[src/rtl/bpx_pkg.sv]
package bpx_pkg;

    // Width of the upper address slice watched for the host's own map.
    localparam int ADDR_HI_W = 5;

    typedef enum logic {
        MASTER_HOST = 1'b0,
        MASTER_CARD = 1'b1
    } master_e;

    typedef struct packed {
        logic internal;   // host address map claims the cycle
        logic single;     // exactly one claim
        logic multi;      // two or more claims
    } claim_s;

    function automatic logic in_window(int a, int lo, int hi);
        return (a >= lo) && (a <= hi);
    endfunction

    // The claim must sit on the far side of the buffers from the master.
    function automatic logic crosses_buffers(master_e m, claim_s c);
        return (m == MASTER_CARD) ? c.internal : !c.internal;
    endfunction

    // 1 = data flows toward the cards.
    function automatic logic toward_cards(master_e m, logic rw);
        return (m == MASTER_CARD) ? rw : !rw;
    endfunction

endpackage

[src/rtl/bpx_clkgen.sv]
module bpx_clkgen #(
    parameter int S4_TICKS = 2
) (
    input  logic clk,
    input  logic rst,
    input  logic c1,
    input  logic c3_n,
    input  logic as_n,
    output logic tick,
    output logic as_dly
);
    localparam int CW = $clog2(S4_TICKS + 1);
    localparam logic [CW-1:0] LIMIT = CW'(S4_TICKS);

    logic          pclk;
    logic          pclk_q;
    logic [CW-1:0] cnt_q;

    assign pclk = ~(c1 ^ c3_n);
    assign tick = pclk & ~pclk_q;

    always_ff @(posedge clk) begin
        if (rst) begin
            pclk_q <= 1'b0;
            cnt_q  <= '0;
        end else begin
            pclk_q <= pclk;
            if (as_n)
                cnt_q <= '0;
            else if (tick && cnt_q != LIMIT)
                cnt_q <= cnt_q + 1'b1;
        end
    end

    assign as_dly = (cnt_q == LIMIT);

    // a released strobe clears the delayed strobe on the next edge
    p_dly_clear_r4: assert property (@(posedge clk) disable iff (rst)
        as_n |=> !as_dly);

    // the delayed strobe only appears right after a processor-clock edge
    p_dly_on_tick_r4: assert property (@(posedge clk) disable iff (rst)
        $rose(as_dly) |-> $past(tick));

endmodule

[src/rtl/bpx_collide.sv]
module bpx_collide
    import bpx_pkg::*;
#(
    parameter int NUM_SLOTS = 5,
    parameter int WIN0_LO   = 0,
    parameter int WIN0_HI   = 3,
    parameter int WIN1_LO   = 24,
    parameter int WIN1_HI   = 31
) (
    input  logic                 clk,
    input  logic                 rst,
    input  logic                 as_n,
    input  logic [ADDR_HI_W-1:0] addr_hi,
    input  logic [NUM_SLOTS-1:0] slave_n,
    input  logic                 slave_up_n,
    output claim_s               claim,
    output logic                 berr_q
);
    localparam int CW = $clog2(NUM_SLOTS + 3);

    logic [NUM_SLOTS-1:0] slot_claim;
    logic                 up_claim;
    logic                 int_claim;
    logic [CW-1:0]        total;

    for (genvar g = 0; g < NUM_SLOTS; g++) begin : g_slot
        assign slot_claim[g] = ~as_n & ~slave_n[g];
    end

    assign up_claim  = ~as_n & ~slave_up_n;
    assign int_claim = ~as_n & (in_window(int'(addr_hi), WIN0_LO, WIN0_HI) |
                                in_window(int'(addr_hi), WIN1_LO, WIN1_HI));

    always_comb begin
        total = CW'(up_claim) + CW'(int_claim);
        for (int i = 0; i < NUM_SLOTS; i++)
            total = total + CW'(slot_claim[i]);
    end

    always_comb begin
        claim.internal = int_claim;
        claim.single   = (total == CW'(1));
        claim.multi    = (total >= CW'(2));
    end

    // Latched until the strobe goes away.
    always_ff @(posedge clk) begin
        if (rst)
            berr_q <= 1'b0;
        else
            berr_q <= ~as_n & (berr_q | claim.multi);
    end

    // a collision always raises the bus error on the next edge
    p_raise_r1: assert property (@(posedge clk) disable iff (rst)
        claim.multi |=> berr_q);

    // once raised, the error holds while the strobe is low
    p_hold_r2: assert property (@(posedge clk) disable iff (rst)
        (berr_q && !as_n) |=> berr_q);

    // a released strobe clears the error
    p_release_r2: assert property (@(posedge clk) disable iff (rst)
        as_n |=> !berr_q);

    // without a collision no error appears
    p_single_quiet_r3: assert property (@(posedge clk) disable iff (rst)
        (!berr_q && !claim.multi) |=> !berr_q);

endmodule

[src/rtl/bpx_arbiter.sv]
module bpx_arbiter
    import bpx_pkg::*;
#(
    parameter int NUM_SLOTS = 5
) (
    input  logic                 clk,
    input  logic                 rst,
    input  logic                 tick,
    input  logic [NUM_SLOTS-1:0] breq_n,
    input  logic                 bgack_n,
    output logic [NUM_SLOTS-1:0] breq_sync_q,
    output logic [NUM_SLOTS-1:0] grant_q,
    output master_e              master
);
    logic [NUM_SLOTS-1:0] pick;
    logic                 keep;

    always_comb begin
        pick = '0;
        for (int i = NUM_SLOTS - 1; i >= 0; i--) begin
            if (breq_sync_q[i]) begin
                pick    = '0;
                pick[i] = 1'b1;
            end
        end
    end

    assign keep = (|(breq_sync_q & grant_q)) | ~bgack_n;

    always_ff @(posedge clk) begin
        if (rst) begin
            breq_sync_q <= '0;
            grant_q     <= '0;
        end else if (tick) begin
            breq_sync_q <= ~breq_n;
            if (grant_q == '0)
                grant_q <= pick;
            else if (!keep)
                grant_q <= '0;
        end
    end

    assign master = ((|grant_q) && !bgack_n) ? MASTER_CARD : MASTER_HOST;

    // never more than one slot granted
    p_grant_onehot_r8: assert property (@(posedge clk) disable iff (rst)
        $onehot0(grant_q));

    // the synchronised requests move only on processor-clock edges
    p_sync_hold_r7: assert property (@(posedge clk) disable iff (rst)
        !tick |=> $stable(breq_sync_q));

    // an acknowledged grant cannot be lost or moved
    p_grant_hold_r9: assert property (@(posedge clk) disable iff (rst)
        ((|grant_q) && !bgack_n) |=> (grant_q == $past(grant_q)));

endmodule

[src/rtl/bpx_steer.sv]
module bpx_steer
    import bpx_pkg::*;
(
    input  logic    clk,
    input  logic    rst,
    input  logic    as_dly,
    input  logic    berr_q,
    input  claim_s  claim,
    input  master_e master,
    input  logic    rw,
    output logic    drv_en,
    output logic    drv_dir_up
);
    assign drv_en     = as_dly & ~berr_q & ~claim.multi & claim.single &
                        crosses_buffers(master, claim);
    assign drv_dir_up = toward_cards(master, rw);

    // drivers stay off whenever the latched error is present
    p_quiet_in_error_r5: assert property (@(posedge clk) disable iff (rst)
        berr_q |-> !drv_en);

endmodule

[src/rtl/bpx_backplane.sv]
module bpx_backplane
    import bpx_pkg::*;
#(
    parameter int NUM_SLOTS = 5,
    parameter int S4_TICKS  = 2,
    parameter int WIN0_LO   = 0,
    parameter int WIN0_HI   = 3,
    parameter int WIN1_LO   = 24,
    parameter int WIN1_HI   = 31
) (
    input  logic                 clk,
    input  logic                 rst,
    input  logic                 c1,
    input  logic                 c3_n,
    input  logic                 as_n,
    input  logic                 rw,
    input  logic [4:0]           addr_hi,
    input  logic [NUM_SLOTS-1:0] slave_n,
    input  logic                 slave_up_n,
    input  logic [NUM_SLOTS-1:0] breq_n,
    input  logic                 bgack_n,
    output logic                 berr_n,
    output logic                 drv_en,
    output logic                 drv_dir_up,
    output logic [NUM_SLOTS-1:0] breq_sync,
    output logic [NUM_SLOTS-1:0] grant
);
    logic    tick;
    logic    as_dly;
    claim_s  claim;
    logic    berr_q;
    master_e master;

    bpx_clkgen #(.S4_TICKS(S4_TICKS)) u_clk (
        .clk    (clk),
        .rst    (rst),
        .c1     (c1),
        .c3_n   (c3_n),
        .as_n   (as_n),
        .tick   (tick),
        .as_dly (as_dly)
    );

    bpx_collide #(
        .NUM_SLOTS (NUM_SLOTS),
        .WIN0_LO   (WIN0_LO),
        .WIN0_HI   (WIN0_HI),
        .WIN1_LO   (WIN1_LO),
        .WIN1_HI   (WIN1_HI)
    ) u_coll (
        .clk        (clk),
        .rst        (rst),
        .as_n       (as_n),
        .addr_hi    (addr_hi),
        .slave_n    (slave_n),
        .slave_up_n (slave_up_n),
        .claim      (claim),
        .berr_q     (berr_q)
    );

    bpx_arbiter #(.NUM_SLOTS(NUM_SLOTS)) u_arb (
        .clk         (clk),
        .rst         (rst),
        .tick        (tick),
        .breq_n      (breq_n),
        .bgack_n     (bgack_n),
        .breq_sync_q (breq_sync),
        .grant_q     (grant),
        .master      (master)
    );

    bpx_steer u_steer (
        .clk        (clk),
        .rst        (rst),
        .as_dly     (as_dly),
        .berr_q     (berr_q),
        .claim      (claim),
        .master     (master),
        .rw         (rw),
        .drv_en     (drv_en),
        .drv_dir_up (drv_dir_up)
    );

    assign berr_n = ~berr_q;

endmodule

[config.mk]
export PLATFORM = sky130hd
export DESIGN_NAME = bpx_backplane
export DESIGN_NICKNAME = d
export VERILOG_FILES = /design/src/rtl/bpx_pkg.sv /design/src/rtl/bpx_clkgen.sv /design/src/rtl/bpx_collide.sv /design/src/rtl/bpx_arbiter.sv /design/src/rtl/bpx_steer.sv /design/src/rtl/bpx_backplane.sv
export SDC_FILE = /design/constraint.sdc
export NUM_CORES = 1
export LEC_CHECK = 0
export ABC_AREA = 1
export BUFFER_PORTS_ARGS = -buffer_cell sky130_fd_sc_hd__buf_4
export CAP_MARGIN = 20
export CORE_MARGIN = 2
export CORE_UTILIZATION = 45
export DETAILED_ROUTE_END_ITERATION = 6
export PLACE_DENSITY = 0.72
export SYNTH_ARGS = -nofsm -noshare
export SYNTH_HDL_FRONTEND = slang
export SYNTH_SLANG_ARGS = --single-unit
[constraint.sdc]
create_clock -name clk -period 4.1 [get_ports clk]
set_input_delay 0.41 -clock clk [delete_from_list [all_inputs] [get_ports clk]]
set_output_delay 0.41 -clock clk [all_outputs]
set_load 0.02 [all_outputs]
==> impl_metrics.ini, run 1 <==
[synth]
synth_nets = 161
ys_types = 23
synth_cells = 131
syn_area_um2 = 907
synth_top_area_cell = dfxtp_1
synth_seq_cells = 14
yosys_warnings = 0
synth_top_area_share = 0.309
synth_area_leaders = dfxtp_1 31%, nand2_1 11%, inv_1 9.5%
syn_area_per_cell_um2 = 6.92
yosysSeqAreaShare = 0.309

[finish]
multi_input_area_um2 = 527
final_common_cell = buf_4
fin_util = 0.633
final_cell_area_mm2 = 0.00122
regArea_um2 = 280
area_delta_synth_final_pct = 34.1
final_layout_size_suffix_gt1_frac = 0.287
antenna_cells = 0
final_nets = 198
final_cell_mix = 33 x buf_4, 27 x nand2_1, 23 x inv_1
final_cells = 194
fill_cells = 189

[setup_path]
worstSetupEndpointType = primary output
path_max_fanout = 8
critPathRequiredTime_ps = 3690
critPathKind = in -> out
worstSetupStartpointType = input pin
critPathSlowestCell = fa_1
slowest_delay_ps = 480
path_cells = buf_4 > o21bai_1 > nor2_2 > ha_1 > inv_1 > fa_1 > fa_1 > inv_1 > ha_1 > inv_1 > fa_1 > nand3_1 > nor2_1 > nand2_1 > nor3b_1 > buf_4
crit_arrival_ps = 3430

[timing]
max_freq_ghz = 0.261
finalMaxSlewViolations = 0
rsz0062_at_grt = false
min_period_ps = 3840
slew_headroom = 0.850
hold_violations = 0
worst_pin_slew_ps = 225
period_share = 0.935
setup-tns-final_ps = 0
finalSetupViolCount = 0
skew_ps = 6.12

[global_route]
grt_max_degree = 15
antenna_found_initial = 0
overflow = 0
grt_pass1_vias = 877
grt_pass1_wl_mm = 3.57
track_usage = 0.183

[status]
status = finished clean

[drt]
vias = 933
wire_per_inst_um = 10.1
routed_wirelength_mm = 1.97
drc = 0
final_antenna_net_count = 0
avgViaCountPerCell = 4.81
drt_first_pass_iters = 4
drtIter0Drc = 12

[pwr]
leakage_nw = 0.613
peakVddDrop_mv = 0.237
power-per-cell-area_mw_per_mm2 = 317

[floorplan]
die-area_mm2 = 0.00239
die_x_um = 48.9
boundaryPins = 36
start_util = 0.472
rows = 16
die_h_um = 48.9
core_mm2 = 0.00192

[clock_network]
post-cts-setup-buffers = 0
clock_latency_ps = 270
clock_path_buffers = 2
cts_tree = built
htreeDepth = 1
cts.sinks = 14
cts_hold_buf = 0
cts_resized = 0
cts_buffers = 3
clk_pin_slew_ps = 90
root_buffer = clkbuf_4

[placement]
numPortBuffers = 33
dp.cells = 190
place_hpwl_mm = 1.59
gp_congestion = 0.754
postPlaceCellArea_mm2 = 0.00118

[min_path]
hold_path_class = in -> reg

[run]
cap_violations = 0
-- path summary, 6_finish.rpt --
kind / start / end / slack [ps] / depth (start not counted)
worst max register to register: u_arb.grant_q[1] / u_arb.grant_q[3] / 2980 / 7
worst min register to register: u_clk.cnt_q[0] / u_clk.cnt_q[0] / 480 / 2
worst max-delay path: as_n / drv_en / 260 / 16
worst min-delay path: breq_n[3] / u_arb.breq_sync_q[3] / 290 / 2
-- flip-flops by register name, summed over array words and instances, names as in the netlist --
| signal | cells |
|---|---|
| u_arb.breq_sync_q | 5 |
| u_arb.grant_q | 5 |
| u_clk.cnt_q | 2 |
| u_clk.pclk_q | 1 |
| u_coll.berr_q | 1 |
-- cells by family after synthesis --
family	count (synthesis)	synth area share
adders and majority gates	7	0.121
and+or+nand+nor	65	0.339
xor gates and xnor gates	1	0.00966
DFF	14	0.309
buffers and inverters	25	0.113
AOI/OAI and AO/OA	19	0.108
-- layer usage --
metal  track usage  part of all wire
met1         0.227              0.45
met2         0.320              0.47
met3        0.0368             0.067
met4        0.0571            0.0081
met5             0                 0
-- stage by stage --
step                setup slack (ps)  power (mW)  hold slack [ps]
floorplan                        363       0.245              449
global placement                 245       0.288              464
detailed placement               214       0.292              477
CTS                              196       0.390              290
global route                    47.3       0.414              303
finish                           265       0.386              293
-- worst max-delay path, delay by kind of cell --
kind | cells | cell delay (ps)
adder cells (fa/ha/maj) | 5 | 1760
AO/OA/AOI/OAI | 1 | 160
buffers and inverters | 5 | 510
AND/OR/NAND/NOR | 5 | 590
-- synthesized netlist by cell type --
cell,instances
nand2_1,27
xor2_1,1
or2_2,4
nand3_1,7
nor2_8,1
fa_1,3
nor2_2,1
o21bai_1,1
buf_6,1
nand2_2,1
o21ai_0,2
dfxtp_1,14
nand4_1,1
ha_1,4
nor3_1,3
nand2_4,1
clkinv_2,1
nor2_1,17
o21ai_1,5
inv_1,23
nor3b_1,1
a21oi_1,11
nand3_2,1
-- power by group --
part           internal, mW  switching (mW)  total [mW]
Sequential            0.147          0.0113       0.158
Clock                0.0539          0.0431      0.0970
Combinational        0.0572          0.0734       0.131
-- layout make-up --
type | count | share of cell area
repair buffers | 33 | 0.204
inverters | 24 | 0.0751
flip-flops and latches | 14 | 0.230
multi-input cells | 92 | 0.433
clock buffers | 4 | 0.0298
well taps | 27 | 0.0278
Power figures use the tool's default switching activity.
==> run 2: changes to the inputs <==
Settings changed: RECOVER_POWER set to 100.
Clock period 4.1 ns to 3.7 ns, I/O delays scaled along.
==> impl_metrics.ini, run 2 (synthesis results as in run 1) <==
[timing]
finalSetupViolCount = 0
period_share = 0.984
hold_violations = 0
worst_pin_slew_ps = 945
min_period_ps = 3640
hold_ws_ps = 249
finalMaxSlewViolations = 0
rsz0062_at_grt = true
skew_ps = 2.96
max_freq_ghz = 0.275
slew_headroom = 0.368

[setup_path]
r2r-end = u_arb.grant_q[1]
worstRegToRegCells = 5
critPathRequiredTime_ps = 3330
crit_arrival_ps = 3270
r2r-start = u_clk.pclk_q
critPathKind = in -> out
r2r_slack_ps = 1970
cp-startpoint = addr_hi[2]
path_max_fanout = 2
worstSetupEndpointType = primary output
worstSetupStartpointType = input pin

[finish]
regArea_um2 = 280
fill_cells = 204
final_cells = 198
final_cell_area_mm2 = 0.00118
final_common_cell = nand2_1
area_delta_synth_final_pct = 30.1
multi_input_area_um2 = 515
largestRegisters = u_arb.breq_sync_q: 5 flops, u_arb.grant_q: 5 flops, u_clk.cnt_q: 2 flops
antenna_cells = 0
final_nets = 203
final_cell_mix = 28 x nand2_1, 25 x buf_4, 22 x inv_1
final_layout_size_suffix_gt1_frac = 0.234

[run]
cap_violations = 0

[min_path]
hold_path_class = in -> reg
min-delay-start = breq_n[3]
hold_depth = 2
holdPathEnd = u_arb.breq_sync_q[3]

[global_route]
antenna_found_initial = 0
grt_pass1_wl_mm = 3.61
grt_pass1_vias = 902
track_usage = 0.188
grt_max_degree = 15
overflow = 0

[drt]
routed_wirelength_mm = 2.08
wire_per_inst_um = 10.5
final_antenna_net_count = 0
drtIter0Drc = 10
drc = 0
vias = 922
drt_first_pass_iters = 4
avgViaCountPerCell = 4.66

[floorplan]
die_x_um = 48.9
boundaryPins = 36
start_util = 0.472
rows = 16
core_mm2 = 0.00192
die_h_um = 48.9
die-area_mm2 = 0.00239

[placement]
numPortBuffers = 33
postPlaceCellArea_mm2 = 0.00120
place_hpwl_mm = 1.66
dp.cells = 193
gp_congestion = 0.744

[pwr]
pwr-share-seq = 0.430
leakage_nw = 0.576
p_comb_frac = 0.361
peakVddDrop_mv = 0.218
swShare = 0.351
pwr-share-clk = 0.209
finalPower_mw = 0.404
p_switching_mw = 0.142
power-per-cell-area_mw_per_mm2 = 342
p_int_mw = 0.262

[clock_network]
cts_buffers = 3
htreeDepth = 1
cts.sinks = 14
clock_path_buffers = 2
clock_latency_ps = 280
cts_tree = built
root_buffer = clkbuf_4
clk_pin_slew_ps = 80

[status]
status = finished clean
[run 2: how the worst max path moves through the flow]
stage | to | slack, ps | depth (start not counted)
2_1_floorplan | drv_en | 40 | 14
3_3_place_gp | drv_en | -20 | 16
3_5_place_dp | drv_en | -60 | 16
4_1_cts | drv_en | 3 | 16
5_1_grt | drv_en | -140 | 17
6_report | drv_en | 60 | 17
[run 2: power by group through the flow]
stage	combinational, mW	sequential [mW]	clock (mW)
5_1_grt	0.166	0.176	0.0929
3_5_place_dp	0.154	0.178	0
2_1_floorplan	0.0856	0.186	0
4_1_cts	0.156	0.175	0.0870
6_report	0.146	0.174	0.0842
3_3_place_gp	0.149	0.178	0
[run 2: routing by layer]
| layer | GRT usage | routed length (um) | vias to the layer above |
|---|---|---|---|
| li1 | - | - | 488 |
| met1 | 0.235 | 924 | 399 |
| met2 | 0.311 | 976 | 30 |
| met3 | 0.0429 | 137 | 5 |
| met4 | 0.0810 | 40 | 0 |
| met5 | 0 | 0 | - |
[run 2: what timing repair did]
| action | CTS | global route |
|---|---|---|
| buffers inserted | 1 | 1 |
| endpoints found under the setup margin | 1 | 1 |
| pin swaps | 5 | 3 |
| resized for setup | 1 | 4 |
| hold buffers | 0 | 0 |
[run 2: layout make-up]
| type | count | share of cell area |
|---|---|---|
| Inverter | 24 | 0.0774 |
| Sequential cell | 14 | 0.238 |
| Timing Repair Buffer | 38 | 0.200 |
| Clock buffer | 3 | 0.0191 |
| Multi-Input combinational cell | 92 | 0.437 |
| Tap cell | 27 | 0.0286 |
[run 2: through the flow]
stage / utilization / setup TNS [ps] / setup WS (ps)
2_1_floorplan: - / 0 / 42.5
3_3_place_gp: 0.624 / -23.0 / -23.0
3_5_place_dp: 0.624 / -64.9 / -64.9
4_1_cts: 0.643 / 0 / 2.77
5_1_grt: 0.614 / -143 / -143
6_report: 0.614 / 0 / 58.7
[run 2: worst max-delay path, cell delays in order]
cell and delay (ps):
buf_4 110, nor2_2 100, nor2_1 40, nor2_1 140, ha_1 260, inv_2 60, fa_1 440, fa_1 430
inv_1 60, ha_1 140, inv_1 50, fa_1 490, nand3_2 90, nor2_2 90, nand2_1 80, nor3b_2 150
buf_4 160
